$ cat config.mk
export PLATFORM = sky130hd
export DESIGN_NAME = sdio_rdwait_ctrl
export DESIGN_NICKNAME = d
export VERILOG_FILES = /design/src/rtl/rw_pkg.sv /design/src/rtl/rw_qualify.sv /design/src/rtl/rw_seq.sv /design/src/rtl/rw_irq.sv /design/src/rtl/sdio_rdwait_ctrl.sv
export SDC_FILE = /design/constraint.sdc
export NUM_CORES = 1
export LEC_CHECK = 0
export BUFFER_PORTS_ARGS = -buffer_cell sky130_fd_sc_hd__buf_2
export CELL_PAD_IN_SITES_DETAIL_PLACEMENT = 0
export CELL_PAD_IN_SITES_GLOBAL_PLACEMENT = 2
export CORE_MARGIN = 8
export CORE_UTILIZATION = 25
export DETAILED_ROUTE_END_ITERATION = 10
export HOLD_SLACK_MARGIN = 0.03
export PLACE_DENSITY = 0.75
export SLEW_MARGIN = 5
export SYNTH_ARGS = -nofsm -noshare
export SYNTH_HDL_FRONTEND = slang
export SYNTH_SLANG_ARGS = --single-unit
$ cat constraint.sdc
create_clock -name clk -period 1.99 [get_ports clk]
set_input_delay 0.199 -clock clk [delete_from_list [all_inputs] [get_ports clk]]
set_output_delay 0.199 -clock clk [all_outputs]
set_load 0.005 [all_outputs]
$ cat src/rtl/rw_pkg.sv
package rw_pkg;

  localparam int CNT_W = 4;
  typedef logic [CNT_W-1:0] rw_cnt_t;

  typedef enum logic [2:0] {
    RW_IDLE,
    RW_PRE,
    RW_LOW,
    RW_STOPDLY,
    RW_PULSE,
    RW_RELEASED,
    RW_CLKSTOP
  } rw_state_e;

  // true on the strobe that completes a span of len SD clock periods
  function automatic logic span_last(input logic tick, input rw_cnt_t cnt,
                                     input int unsigned len);
    return tick && (cnt == rw_cnt_t'(len - 1));
  endfunction

  // states in which DAT1 interrupts are observed
  function automatic logic in_window(input rw_state_e st);
    return (st == RW_PRE) || (st == RW_LOW) || (st == RW_STOPDLY);
  endfunction

  // states in which the block drives DAT2
  function automatic logic drives_dat2(input rw_state_e st);
    return (st == RW_LOW) || (st == RW_STOPDLY) || (st == RW_PULSE);
  endfunction

endpackage

$ cat src/rtl/rw_qualify.sv
module rw_qualify (
  input  logic path_en,
  input  logic sdio_mode,
  input  logic rw_start,
  input  logic rw_stop,
  input  logic clkstop_sel,
  input  logic dir_rx,
  input  logic blk_busy,
  output logic go_dat2,
  output logic go_clkstop
);
  logic common;

  always_comb begin
    common     = path_en && sdio_mode && rw_start && dir_rx && !rw_stop && !blk_busy;
    go_dat2    = common && !clkstop_sel;
    go_clkstop = common && clkstop_sel;
  end
endmodule

$ cat src/rtl/rw_seq.sv
module rw_seq
  import rw_pkg::*;
#(
  parameter int unsigned PRE_TICKS   = 2,
  parameter int unsigned STOP_TICKS  = 2,
  parameter int unsigned PULSE_TICKS = 1
) (
  input  logic      clk,
  input  logic      rst_n,
  input  logic      tick,
  input  logic      path_en,
  input  logic      rw_stop,
  input  logic      go_dat2,
  input  logic      go_clkstop,
  output rw_state_e state,
  output logic      ev_enter,
  output logic      ev_drive_low,
  output logic      ev_stop_seen,
  output logic      ev_release
);
  rw_state_e st, nxt;
  rw_cnt_t   cnt;

  always_comb begin
    nxt = st;
    if (!path_en) begin
      nxt = RW_IDLE;
    end else begin
      case (st)
        RW_IDLE:     if (go_dat2) nxt = RW_PRE;
                     else if (go_clkstop) nxt = RW_CLKSTOP;
        RW_PRE:      if (span_last(tick, cnt, PRE_TICKS)) nxt = RW_LOW;
        RW_LOW:      if (tick && rw_stop) nxt = RW_STOPDLY;
        RW_STOPDLY:  if (span_last(tick, cnt, STOP_TICKS)) nxt = RW_PULSE;
        RW_PULSE:    if (span_last(tick, cnt, PULSE_TICKS)) nxt = RW_RELEASED;
        RW_RELEASED: if (!rw_stop) nxt = RW_IDLE;
        RW_CLKSTOP:  if (rw_stop) nxt = RW_RELEASED;
        default:     nxt = RW_IDLE;
      endcase
    end
  end

  always_ff @(posedge clk or negedge rst_n) begin
    if (!rst_n) begin
      st  <= RW_IDLE;
      cnt <= '0;
    end else begin
      st <= nxt;
      if (nxt != st)  cnt <= '0;
      else if (tick)  cnt <= rw_cnt_t'(cnt + 1'b1);
    end
  end

  always_comb begin
    state        = st;
    ev_enter     = (st == RW_IDLE) && ((nxt == RW_PRE) || (nxt == RW_CLKSTOP));
    ev_drive_low = (st == RW_PRE) && (nxt == RW_LOW);
    ev_stop_seen = (st == RW_LOW) && (nxt == RW_STOPDLY);
    ev_release   = (st == RW_PULSE) && (nxt == RW_RELEASED);
  end
endmodule

$ cat src/rtl/rw_irq.sv
module rw_irq (
  input  logic clk,
  input  logic rst_n,
  input  logic tick,
  input  logic window,
  input  logic dat1_in,
  input  logic irq_clr,
  output logic irq_flag,
  output logic ev_irq_hit
);
  always_comb ev_irq_hit = tick && window && !dat1_in;

  always_ff @(posedge clk or negedge rst_n) begin
    if (!rst_n)          irq_flag <= 1'b0;
    else if (ev_irq_hit) irq_flag <= 1'b1;
    else if (irq_clr)    irq_flag <= 1'b0;
  end
endmodule

$ cat src/rtl/sdio_rdwait_ctrl.sv
module sdio_rdwait_ctrl
  import rw_pkg::*;
#(
  parameter int unsigned PRE_TICKS   = 2,
  parameter int unsigned STOP_TICKS  = 2,
  parameter int unsigned PULSE_TICKS = 1
) (
  input  logic clk,
  input  logic rst_n,
  input  logic sdclk_en,
  input  logic path_en,
  input  logic sdio_mode,
  input  logic rw_start,
  input  logic rw_stop,
  input  logic clkstop_sel,
  input  logic dir_rx,
  input  logic blk_busy,
  input  logic dat1_in,
  input  logic irq_clr,
  output logic dat2_oe,
  output logic dat2_out,
  output logic clk_stop_req,
  output logic irq_flag
);
  logic      go_dat2, go_clkstop;
  rw_state_e state;
  logic      ev_enter, ev_drive_low, ev_stop_seen, ev_release, ev_irq_hit;
  logic      window;

  rw_qualify u_qual (
    .path_en(path_en), .sdio_mode(sdio_mode), .rw_start(rw_start),
    .rw_stop(rw_stop), .clkstop_sel(clkstop_sel), .dir_rx(dir_rx),
    .blk_busy(blk_busy), .go_dat2(go_dat2), .go_clkstop(go_clkstop)
  );

  rw_seq #(
    .PRE_TICKS(PRE_TICKS), .STOP_TICKS(STOP_TICKS), .PULSE_TICKS(PULSE_TICKS)
  ) u_seq (
    .clk(clk), .rst_n(rst_n), .tick(sdclk_en), .path_en(path_en),
    .rw_stop(rw_stop), .go_dat2(go_dat2), .go_clkstop(go_clkstop),
    .state(state), .ev_enter(ev_enter), .ev_drive_low(ev_drive_low),
    .ev_stop_seen(ev_stop_seen), .ev_release(ev_release)
  );

  always_comb begin
    window       = in_window(state);
    dat2_oe      = drives_dat2(state);
    dat2_out     = (state == RW_PULSE);
    clk_stop_req = (state == RW_CLKSTOP);
  end

  rw_irq u_irq (
    .clk(clk), .rst_n(rst_n), .tick(sdclk_en), .window(window),
    .dat1_in(dat1_in), .irq_clr(irq_clr), .irq_flag(irq_flag),
    .ev_irq_hit(ev_irq_hit)
  );
endmodule

==> run_results.csv <==
group,metric,value,unit
run_status,status,"finished, final reports clean",
synth,avgSynthCellArea,8.95,um2
route,routedWlPerCell,13.5,um
floorplanning,pin_count,16,
finish,n_antenna_cell,0,
cts,post_cts_buffers,0,
critical_path,rr_worst_depth,5,
critical_path,critPathLaunchType,"flop",
synth,ys_types,39,
timing,clock.fmax,606,MHz
critical_path,path_cells,"ha_1 -> and4bb_4 -> a22oi_2 -> o2111ai_2 -> nor4b_2",
route,drc,0,
global_route,globalRouteMet2Util,12.8,%
timing,fin_crit,1.65,ns
power_and_ir_drop,power.share.clock,21.8,%
route,via_count,612,
power_and_ir_drop,ir_drop,302,uV
place,place_congestion,0.780,
power_and_ir_drop,power_density,731,nW/um2
global_route,overflow,0,
cts,cts.path.max_buffers,2,
timing,slew_headroom,67.5,%
critical_path,cp_data_required_time,2.15,ns
route,drtAntennaViolNets,0,
power_and_ir_drop,seq_power_share,42.4,%
route,routed_wirelength,1690,um
timing,setup_violations,0,
timing,rsz0062_at_grt,"no",
synth,seq_area_frac_synth,28.7,%
finish,final_cell_mix,"15 x buf_2, 8 x nand2_1, 8 x dfrtp_1",
power_and_ir_drop,p_leak,0.365,nW
floorplanning,dieHeight,68.8,um
critical_path,startpoint,"u_seq.cnt[0]",
synth,synth_edf_count,0,
critical_path,worstPathMaxFanout,6,
timing,timing.final.crit_share,82.9,%
global_route,grt_pass1_wl,2840,um
power_and_ir_drop,internal_power,0.000387,W
global_route,grtUsageMet1,9.35,%
cts,cts_htree_levels,1,
timing,totalNegativeSetupSlack,0,ns
critical_path,endpoint,"u_seq.cnt[1]",
power_and_ir_drop,swShare,36.0,%
synth,ys_ff_latch,8,
timing,drv_slew,0,
route,firstDrtPassIters,4,
synth,yosys_warnings,0,
global_route,grt_usage,7.82,%
place,hpwl,1310,um
cts,cts_made_buffers,3,
critical_path,cpLargestDelayFamily,"simple AND/OR/NAND/NOR gates",
timing,finClkSkew,0.00698,ns
floorplanning,die_area,4740,um2
floorplanning,rows,19,
synth,async_flop_share,100,%
cts,path_clk_slew,0.06,ns
critical_path,worst_setup_path_end_kind,"flop",
floorplanning,dieWidth,68.8,um
finish,nets,111,
route,viasPerCell,4.90,
place,dpl.cell_count,121,
power_and_ir_drop,p_switching,0.000218,W
critical_path,worstSetupPathType,"reg2reg",
global_route,use_met3,1.45,%
cts,cts_resized,0,
timing,hold_violations,0,
synth,netlist_area,698,um2
global_route,grt_pass1_vias,655,
critical_path,reg2reg_setup_slack,0.34,ns
floorplanning,initial_core_util,25.8,%
cts,clock-sinks,8,
cts,cts_tree,"built",
critical_path,max_stage_delay,0.43,ns
finish,layout-drive-gt1-share,29.8,%
hold_path,hp-class,"in2reg",
critical_path,critPathSlowestCell,"dfrtp_1",
timing,tightestPinTransition,0.481,ns
flow_run,drv_cap,0,
synth,synthFlopType,"dfrtp_1",
finish,layout_commonest_cell,"buf_2",
cts,root_buffer,"clkbuf_4",
route,drt_first_iter_violations,36,
critical_path,rr_startpoint,"u_seq.cnt[0]",
critical_path,cp_data_arrival_time,1.81,ns
finish,stdcell_count,125,
place,portBuffers,15,
finish,final_core_util,30.6,%
power_and_ir_drop,pwr-share-comb,35.8,%
critical_path,r2r_end,"u_seq.cnt[1]",
synth,syn_nets,93,
cts,clkLatencyLatePin,0.26,ns
finish,area_delta_synth_final,18.6,%
global_route,grt.busiest_layer,"met2",
critical_path,crit_cells,5,
finish,fill_cells,307,
critical_path,path_buf_inv,0,
global_route,grt_start_max_net_pins,15,
synth,postSynthCellCount,78,
floorplanning,core_area,2710,um2
global_route,antenna_found_initial,0,
state kept, by name, indices dropped and copies added, names as in the netlist:
| name | flops |
|---|---|
| u_seq.cnt | 4 |
| u_seq.state | 3 |
| u_irq.irq_flag | 1 |
worst min path at each step:
stage	slack, ns	cells past startpoint	startpoint	endpoint
2_1_floorplan	-0.1	0	rst_n	u_irq.irq_flag
3_3_place_gp	0.06	1	rst_n	u_seq.cnt[2]
3_5_place_dp	0.06	1	rst_n	u_seq.cnt[2]
4_1_cts	0.13	2	irq_clr	u_irq.irq_flag
5_1_grt	0.14	2	irq_clr	u_irq.irq_flag
6_report	0.13	2	irq_clr	u_irq.irq_flag
final cells by class:
| type | count | area, um2 | area share [%] |
|---|---|---|---|
| flip-flops and latches | 8 | 200 | 24.2 |
| multi-input cells | 62 | 459 | 55.4 |
| inverters | 4 | 15.0 | 1.81 |
| clock buffers | 3 | 22.5 | 2.72 |
| repair buffers | 17 | 92.6 | 11.2 |
| well taps | 31 | 38.8 | 4.68 |
stage by stage:
step / hold slack, ns / setup WS, ns / total power [W] / area [um2]
3_3_place_gp: 0.0614 / 0.390 / 0.000470 / 796
6_report: 0.134 / 0.341 / 0.000605 / 828
3_5_place_dp: 0.0627 / 0.350 / 0.000474 / 796
5_1_grt: 0.139 / 0.217 / 0.000659 / 828
2_1_floorplan: -0.0966 / 0.443 / 0.000417 / 698
4_1_cts: 0.135 / 0.337 / 0.000610 / 828
repair_timing:
item | in CTS | in global routing
endpoints found under the hold margin | 8 | 0
endpoints found under the setup margin | 0 | 0
hold buffers | 1 | 0
cell families (layout without fill, tap and decap cells):
| group | count (synthesis) | count (layout) | share of synthesized area, % |
|---|---|---|---|
| and+or+nand+nor | 39 | 39 | 35.3 |
| buffers and inverters | 8 | 24 | 5.55 |
| adders and majority gates | 3 | 3 | 5.38 |
| DFF | 8 | 8 | 28.7 |
| AOI/OAI and AO/OA | 16 | 16 | 19.9 |
| muxes | 1 | 1 | 1.43 |
| xor gates and xnor gates | 3 | 3 | 3.76 |
cell usage after synthesis (2+ instances only):
cell type / n / area [um2]
nand4b_1: 2 / 17.5
xnor2_1: 2 / 17.5
ha_1: 3 / 37.5
a21oi_1: 2 / 10.0
o22ai_1: 3 / 18.8
nor2_1: 7 / 26.3
inv_1: 4 / 15.0
nor2b_1: 2 / 12.5
nand2b_1: 5 / 31.3
o21ai_1: 2 / 10.0
dfrtp_1: 8 / 200
nor3_1: 4 / 20.0
nand2_1: 8 / 30.0
layer usage:
layer	routed length [um]	vias up
li1	-	317
met1	762	286
met2	836	7
met3	62	2
met4	30	0
met5	0	-
power by group through the flow:
stage               logic (W)  clock network (W)  registers, W
CTS                  0.000218           0.000135      0.000257
floorplan            0.000170                  0      0.000247
global placement     0.000213                  0      0.000257
finish               0.000217           0.000132      0.000257
detailed placement   0.000214                  0      0.000260
global route         0.000249           0.000145      0.000264
Power figures use the tool's default switching activity.
